File: src/rtl/mdio_pkg.sv
// Package: mdio_pkg
// Shared constants and types for the MDIO management station.
// Assumes clause-22 framing: 5-bit PHY and register addresses and 16-bit data.
package mdio_pkg;
    localparam int FRAME_LEN = 64;          // bit slots including preamble
    localparam int PRE_LEN   = 32;          // preamble ones
    localparam int TA_POS    = 46;          // first turnaround slot
    localparam int DAT_POS   = 48;          // first data slot
    localparam int IDX_W     = $clog2(FRAME_LEN);
    localparam int ADR_W     = 5;
    localparam int DATA_W    = 16;

    localparam logic [1:0] SOF_BITS = 2'b01;
    localparam logic [1:0] OP_READ  = 2'b10;
    localparam logic [1:0] OP_WRITE = 2'b01;
    localparam logic [1:0] TA_WRITE = 2'b10;
    localparam logic [1:0] TA_READ  = 2'b11;   // placeholder, never driven

    localparam logic [1:0] RA_CTRL = 2'd0;
    localparam logic [1:0] RA_CMD  = 2'd1;
    localparam logic [1:0] RA_DATA = 2'd2;
    localparam logic [1:0] RA_STAT = 2'd3;

    typedef struct packed {
        logic             rd;
        logic [ADR_W-1:0] phy;
        logic [ADR_W-1:0] regad;
    } mgmt_cmd_t;
endpackage

File: src/rtl/mdio_clkgen.sv
// Module: mdio_clkgen
// Divides the system clock into MDC while run is high. It counts half-periods,
// so the duty cycle is 50 %. It gives one-cycle strobes on the edge where MDC
// rises or falls. Assumes divisor values below 2 mean a half-period of one clock.
module mdio_clkgen #(
    parameter int DIV_W = 8
) (
    input  logic             clk,
    input  logic             rst_n,
    input  logic             run,
    input  logic [DIV_W-1:0] divisor,
    output logic             mdc,
    output logic             rise_stb,
    output logic             fall_stb
);
    logic [DIV_W-1:0] cnt;
    logic [DIV_W-1:0] half;
    logic             wrap;
    logic             mdc_q;

    // Half-period length with clamping for divisors below two.
    always_comb begin
        half = (divisor < DIV_W'(2)) ? DIV_W'(1) : (divisor >> 1);
        wrap = (cnt >= half - DIV_W'(1));
    end

    // Half-period counter and MDC toggle; idle forces MDC low.
    always_ff @(posedge clk) begin
        if (!rst_n || !run) begin
            cnt   <= '0;
            mdc_q <= 1'b0;
        end else if (wrap) begin
            cnt   <= '0;
            mdc_q <= ~mdc_q;
        end else begin
            cnt   <= cnt + DIV_W'(1);
        end
    end

    // Edge strobes, valid in the cycle whose clock edge toggles MDC.
    always_comb begin
        rise_stb = run && wrap && !mdc_q;
        fall_stb = run && wrap &&  mdc_q;
        mdc      = mdc_q;
    end
endmodule

File: src/rtl/mdio_frame_seq.sv
// Module: mdio_frame_seq
// Latches a management frame on start and walks it one slot per MDC period.
// The slot advances on the falling strobe and read bits are captured on the
// rising strobe. Assumes start is asserted for one cycle and only while idle.
module mdio_frame_seq
    import mdio_pkg::*;
(
    input  logic              clk,
    input  logic              rst_n,
    input  logic              start,
    input  mgmt_cmd_t         cmd,
    input  logic [DATA_W-1:0] wdata,
    input  logic              no_pre,
    input  logic              rise_stb,
    input  logic              fall_stb,
    input  logic              mdio_i,
    output logic              busy,
    output logic              mdio_o,
    output logic              mdio_oe,
    output logic              rd_done,
    output logic [DATA_W-1:0] rd_data
);
    logic [FRAME_LEN-1:0] frm;
    logic [IDX_W-1:0]     idx;
    logic                 is_rd;
    logic                 busy_q;
    logic [DATA_W-1:0]    cap;
    logic                 last_slot;
    logic                 rd_phase;

    // Slot decode shared by the output path and the sequencer.
    always_comb begin
        last_slot = (idx == IDX_W'(FRAME_LEN - 1));
        rd_phase  = is_rd && (idx >= IDX_W'(TA_POS));
    end

    // Frame latch, slot index and busy flag.
    always_ff @(posedge clk) begin
        if (!rst_n) begin
            busy_q <= 1'b0;
            idx    <= '0;
            frm    <= '1;
            is_rd  <= 1'b0;
        end else if (start && !busy_q) begin
            frm    <= {{PRE_LEN{1'b1}}, SOF_BITS,
                       cmd.rd ? OP_READ : OP_WRITE,
                       cmd.phy, cmd.regad,
                       cmd.rd ? TA_READ : TA_WRITE,
                       cmd.rd ? {DATA_W{1'b1}} : wdata};
            idx    <= no_pre ? IDX_W'(PRE_LEN) : '0;
            is_rd  <= cmd.rd;
            busy_q <= 1'b1;
        end else if (busy_q && fall_stb) begin
            if (last_slot) begin
                busy_q <= 1'b0;
            end else begin
                idx    <= idx + IDX_W'(1);
            end
        end
    end

    // Read data shift register, loaded on rising MDC in the data slots.
    always_ff @(posedge clk) begin
        if (!rst_n) begin
            cap <= '0;
        end else if (busy_q && rise_stb && is_rd && (idx >= IDX_W'(DAT_POS))) begin
            cap <= {cap[DATA_W-2:0], mdio_i};
        end
    end

    // Pad outputs and completion strobe.
    always_comb begin
        busy    = busy_q;
        mdio_o  = busy_q ? frm[IDX_W'(FRAME_LEN - 1) - idx] : 1'b1;
        mdio_oe = busy_q && !rd_phase;
        rd_done = busy_q && fall_stb && last_slot && is_rd;
        rd_data = cap;
    end

    // the latched frame cannot change once a transaction is running.
    a_r10_frame_held: assert property (@(posedge clk) disable iff (!rst_n)
        (busy_q && $past(busy_q) && $past(rst_n)) |-> ($stable(frm) && $stable(is_rd)));
endmodule

File: src/rtl/mdio_mgmt_ctrl.sv
// Module: mdio_mgmt_ctrl
// Register-driven MDIO management station. It holds the control and data
// registers, decodes command writes into a frame start, and joins the MDC
// divider and the frame sequencer. Assumes DIV_W <= 16 so that the divisor
// field stays below the suppression bit.
module mdio_mgmt_ctrl
    import mdio_pkg::*;
#(
    parameter int DIV_W     = 8,
    parameter int DIV_RESET = 32
) (
    input  logic        clk,
    input  logic        rst_n,
    input  logic        reg_wr_en,
    input  logic [1:0]  reg_addr,
    input  logic [31:0] reg_wdata,
    output logic [31:0] reg_rdata,
    output logic        mdc,
    output logic        mdio_o,
    output logic        mdio_oe,
    input  logic        mdio_i
);
    localparam int NOPRE_BIT = 16;
    localparam int RD_BIT    = 14;
    localparam int WR_BIT    = 15;
    localparam int PHY_LSB   = 5;

    logic [DIV_W-1:0]  div_q;
    logic              nopre_q;
    logic [DATA_W-1:0] data_q;
    logic              busy;
    logic              start;
    mgmt_cmd_t         cmd;
    logic              rise_stb;
    logic              fall_stb;
    logic              rd_done;
    logic [DATA_W-1:0] rd_data;
    logic [31:0]       ctrl_view;

    // Command decode; a write with no opcode bit or while busy does nothing.
    always_comb begin
        cmd.rd    = reg_wdata[RD_BIT];
        cmd.phy   = reg_wdata[PHY_LSB +: ADR_W];
        cmd.regad = reg_wdata[ADR_W-1:0];
        start     = reg_wr_en && (reg_addr == RA_CMD) && !busy &&
                    (reg_wdata[RD_BIT] || reg_wdata[WR_BIT]);
    end

    // Control register: divisor and preamble suppression.
    always_ff @(posedge clk) begin
        if (!rst_n) begin
            div_q   <= DIV_W'(DIV_RESET);
            nopre_q <= 1'b0;
        end else if (reg_wr_en && reg_addr == RA_CTRL) begin
            div_q   <= reg_wdata[DIV_W-1:0];
            nopre_q <= reg_wdata[NOPRE_BIT];
        end
    end

    // Data register: loaded by software or by a finished read.
    always_ff @(posedge clk) begin
        if (!rst_n) begin
            data_q <= '0;
        end else if (rd_done) begin
            data_q <= rd_data;
        end else if (reg_wr_en && reg_addr == RA_DATA) begin
            data_q <= reg_wdata[DATA_W-1:0];
        end
    end

    // Register read mux; the command register reads as zero.
    always_comb begin
        ctrl_view                = '0;
        ctrl_view[DIV_W-1:0]     = div_q;
        ctrl_view[NOPRE_BIT]     = nopre_q;
        case (reg_addr)
            RA_CTRL: reg_rdata = ctrl_view;
            RA_DATA: reg_rdata = {{(32-DATA_W){1'b0}}, data_q};
            RA_STAT: reg_rdata = {31'd0, busy};
            default: reg_rdata = '0;
        endcase
    end

    mdio_clkgen #(.DIV_W(DIV_W)) u_clkgen (
        .clk      (clk),
        .rst_n    (rst_n),
        .run      (busy),
        .divisor  (div_q),
        .mdc      (mdc),
        .rise_stb (rise_stb),
        .fall_stb (fall_stb)
    );

    mdio_frame_seq u_seq (
        .clk      (clk),
        .rst_n    (rst_n),
        .start    (start),
        .cmd      (cmd),
        .wdata    (data_q),
        .no_pre   (nopre_q),
        .rise_stb (rise_stb),
        .fall_stb (fall_stb),
        .mdio_i   (mdio_i),
        .busy     (busy),
        .mdio_o   (mdio_o),
        .mdio_oe  (mdio_oe),
        .rd_done  (rd_done),
        .rd_data  (rd_data)
    );

    // MDC is parked low whenever no transaction runs.
    a_r7_idle_mdc_low: assert property (@(posedge clk) disable iff (!rst_n)
        !busy |-> !mdc);

    // a transaction ends together with a falling MDC edge.
    a_r7_end_on_fall: assert property (@(posedge clk) disable iff (!rst_n)
        ($fell(busy) && $past(rst_n)) |-> $fell(mdc));

    // MDIO holds its value through each high phase of MDC.
    a_r5_hold_high: assert property (@(posedge clk) disable iff (!rst_n)
        (busy && mdc && $past(mdc) && $past(rst_n)) |-> $stable(mdio_o));

    // the read result is committed only while the station listens.
    a_r8_listen_at_commit: assert property (@(posedge clk) disable iff (!rst_n)
        rd_done |-> !mdio_oe);
endmodule

File: config.mk
export PLATFORM = sky130hd
export DESIGN_NAME = mdio_mgmt_ctrl
export DESIGN_NICKNAME = d
export VERILOG_FILES = /design/src/rtl/mdio_pkg.sv /design/src/rtl/mdio_clkgen.sv /design/src/rtl/mdio_frame_seq.sv /design/src/rtl/mdio_mgmt_ctrl.sv
export SDC_FILE = /design/constraint.sdc
export NUM_CORES = 1
export LEC_CHECK = 0
export CAP_MARGIN = 25
export CORE_MARGIN = 3
export CORE_UTILIZATION = 65
export CTS_BUF_LIST = sky130_fd_sc_hd__clkbuf_8
export DETAILED_ROUTE_END_ITERATION = 7
export DONT_BUFFER_PORTS = 1
export HOLD_SLACK_MARGIN = 0.06
export PLACE_DENSITY = 0.86
export RECOVER_POWER = 50
export SYNTH_ARGS = -nofsm -noshare
export SYNTH_HDL_FRONTEND = slang
export SYNTH_SLANG_ARGS = --single-unit
export TNS_END_PERCENT = 5
File: constraint.sdc
create_clock -name clk -period 3.2 [get_ports clk]
set_input_delay 0.32 -clock clk [delete_from_list [all_inputs] [get_ports clk]]
set_output_delay 0.32 -clock clk [all_outputs]
set_load 0.1 [all_outputs]
==> impl_metrics.tcl <==
set metrics [dict create \
    synth.cell_area_mm2 0.00435 \
    postRouteAntennaNets 0 \
    portBuffers 0 \
    slew_violations 5 \
    register_area_mm2 0.00175 \
    drtIter0Drc 231 \
    met3_usage 0.0941 \
    slew_headroom -0.169 \
    endpoint "u_seq.idx[3]" \
    wl_per_cell_um 17.7 \
    overflow 0 \
    grt.total_usage 0.276 \
    yosys_register_bits 87 \
    grt_pass1_vias 3471 \
    drv_cap 5 \
    grt_busiest_layer "met2" \
    use_met1 0.333 \
    yosysWarningCount 0 \
    core_area_mm2 0.00642 \
    viasPerCell 6.31 \
    hold_viol 0 \
    p_sw_uw 610 \
    p_seq_frac 0.535 \
    die_w_um 87.8 \
    r2r_end "u_seq.idx[3]" \
    firstDrtPassIters 5 \
    setup_viol 0 \
    path_clk_slew_ns 0.09 \
    final.min_clock_period_ns 2.92 \
    violations "max-capacitance violations, max-slew violations" \
    fin_nets 534 \
    cts_inserted_buffers 9 \
    powerDensity_mw_per_mm2 462 \
    rr_worst_depth 11 \
    start_util 0.677 \
    die_h_um 87.8 \
    p_leak_uw 0.00168 \
    holdCritPathClass "primary input to register" \
    tritoncts "done" \
    max_freq_mhz 343 \
    cts_buffer_depth 2 \
    cp-start-kind "register" \
    wirelength_mm 10.0 \
    drcViolationCount 0 \
    area_delta_synth_final_pct 5.27 \
    grt_max_degree 37 \
    crit_path_end_kind "register" \
    rows 29 \
    p_clk_frac 0.345 \
    period_share 0.912 \
    diodes 0 \
    required_ns 3.49 \
    num_vias 3576 \
    outcome "complete, but fails checks" \
    synthCells 499 \
    synth.distinct_cells 48 \
    dp.final_hpwl_mm 7.17 \
    ioPinCount 73 \
    comb_power_share 0.120 \
    clock_sinks 87 \
    async_flop_share 0 \
    cts-root-buf "clkbuf_8" \
    clock_latency_ns 0.36 \
    layout-drive-gt1-share 0.122 \
    fin_total_pwr_uw 2110 \
    preCtsSetupSlack_ns 0.0543 \
    r2r-start "div_q[5]" \
    crit_type "register to register" \
    met2_usage 0.447 \
    antenna_found_initial 0 \
    h-tree-depth 3 \
    tns_ns 0 \
    gp_congestion 0.838 \
    switching_share 0.289 \
    tightest_slew_ns 1.75 \
    dieArea_mm2 0.00770 \
    fin_util 0.712 \
    multi_input_area_mm2 0.00243 \
    arrival_ns 3.21 \
    crit_fanout 7 \
    ir_drop_v 0.000342 \
    synth_edf_count 0 \
    layout_setup_ws_ns 0.283 \
    grt_pass1_wl_mm 16.4 \
    finClkSkew_ns 0.00643 \
    synth_flop_cell "dfxtp_1" \
    syn-mean-instance-area_um2 8.71 \
    rrSetupSlack_ns 0.28 \
    internal_power_uw 1500 \
    crit_path_start "div_q[5]" \
    ys_seq_area_frac 0.401 \
    fill_cells 473 \
]
## power by group through the flow
| stage | clock network (uW) | logic [uW] | registers (uW) |
|---|---|---|---|
| floorplan | 0 | 246 | 1150 |
| global placement | 0 | 242 | 1150 |
| detailed placement | 0 | 249 | 1150 |
| CTS | 740 | 253 | 1130 |
| global route | 793 | 272 | 1130 |
| finish | 728 | 253 | 1130 |
## worst max-delay path: stages, from the launching register on
cell	delay, ns
dfxtp_2	0.37
nor4_4	0.30
a21oi_1	0.15
ha_1	0.23
nand2b_1	0.12
nor4_2	0.06
xnor2_1	0.15
ha_1	0.31
nand4_1	0.22
or3_4	0.43
a211oi_1	0.29
mux2i_1	0.21
## state kept, by name, summed over array words and instances (netlist names)
register / flops
u_clkgen.cnt: 8
u_seq.is_rd: 1
u_clkgen.mdc: 1
u_seq.idx: 6
div_q: 8
nopre_q: 1
u_seq.frm: 29
u_seq.rd_data: 16
u_seq.busy: 1
data_q: 16
## logic make-up (layout without fill, tap and decap cells)
kind of cell / count (synthesis) / after routing / synth area share
compound gates: 111 / 111 / 0.170
xor+xnor: 10 / 10 / 0.0202
fa+ha+maj: 11 / 11 / 0.0317
buf+inv: 57 / 34 / 0.0662
flops: 87 / 87 / 0.401
mux: 38 / 38 / 0.111
other cells: 2 / 16 / 0.00173
simple gates: 183 / 183 / 0.199
## cells in the mapped netlist (7+ instances only)
| cell | count | area [um2] |
|---|---|---|
| dfxtp_1 | 87 | 1740 |
| nand2_1 | 66 | 248 |
| nand3_1 | 35 | 175 |
| a21oi_1 | 29 | 145 |
| o21ai_0 | 29 | 145 |
| nor2_1 | 28 | 105 |
| clkbuf_1 | 27 | 101 |
| mux2i_1 | 21 | 210 |
| nand4_1 | 18 | 113 |
| o22a_1 | 16 | 140 |
| buf_4 | 15 | 113 |
| and2_1 | 11 | 68.8 |
| ha_1 | 11 | 138 |
| mux2_2 | 10 | 113 |
| buf_2 | 8 | 40.0 |
| o31ai_1 | 8 | 60.1 |
| mux4_2 | 7 | 158 |
## layer usage
layer  share of wire  wire (um)
met4           0.029        287
met3           0.086        866
met5               0          0
met2            0.49       4890
met1            0.40       3990
## area by class of cell
| cell class | instances | area share |
|---|---|---|
| timing repair buffer | 14 | 0.0219 |
| inverter | 4 | 0.00328 |
| clock inverter | 5 | 0.00848 |
| multi-input combinational | 369 | 0.531 |
| clock buffer | 11 | 0.0331 |
| sequential | 87 | 0.382 |
| tap | 77 | 0.0211 |
## stage by stage
stage,instances,cell area [um2],hold slack (ns)
6_report,567,4570,0.0824
5_1_grt,567,4570,0.0815
4_1_cts,567,4560,0.0752
3_5_place_dp,550,4360,0.399
3_3_place_gp,550,4360,0.391
2_1_floorplan,513,4400,0.420
## worst min path at each step
stage	endpoint	depth (start not counted)	from	slack (ns)
after global placement	u_seq.frm[31]	1	rst_n	0.39
final	u_seq.frm[20]	2	reg_wdata[2]	0.08
after global routing	u_seq.frm[22]	2	reg_wdata[4]	0.08
after floorplan	u_seq.frm[31]	2	u_seq.frm[31]	0.42
after CTS	u_seq.frm[20]	2	reg_wdata[2]	0.08
after detailed placement	u_seq.frm[31]	1	rst_n	0.40
## placed cells by master, fill, tap and decap left out, types with 2 or more instances in the layout
master,netlist,final
nor2b_1,2,2
dfxtp_1,87,84
nor3_1,4,4
or2_2,3,3
xor2_1,4,4
nor4_2,0,2
dfxtp_2,0,3
mux2_2,10,10
o22a_1,16,16
nand3_1,35,35
and2_0,1,11
clkbuf_8,0,11
nand2b_1,3,3
nor2_2,0,2
o21a_1,4,3
ha_1,11,11
a211oi_1,3,3
nand2_1,66,66
inv_1,4,4
or3_1,3,2
xnor2_1,6,6
inv_6,0,2
nand4_1,18,18
nor2_1,28,26
a21boi_0,6,6
mux4_2,7,7
o31ai_1,8,8
buf_4,15,9
and3_1,4,4
conb_1,2,16
a21oi_1,29,28
o211ai_1,5,5
o21ai_0,29,29
clkbuf_1,27,3
mux2i_1,21,21
## what timing repair did
item	CTS	global route
setup endpoints to repair	0	47
buffers inserted	0	0
resized for setup	0	9
hold buffers	1	0
hold endpoints to repair	13	0
(Power assumes the default switching activity.)
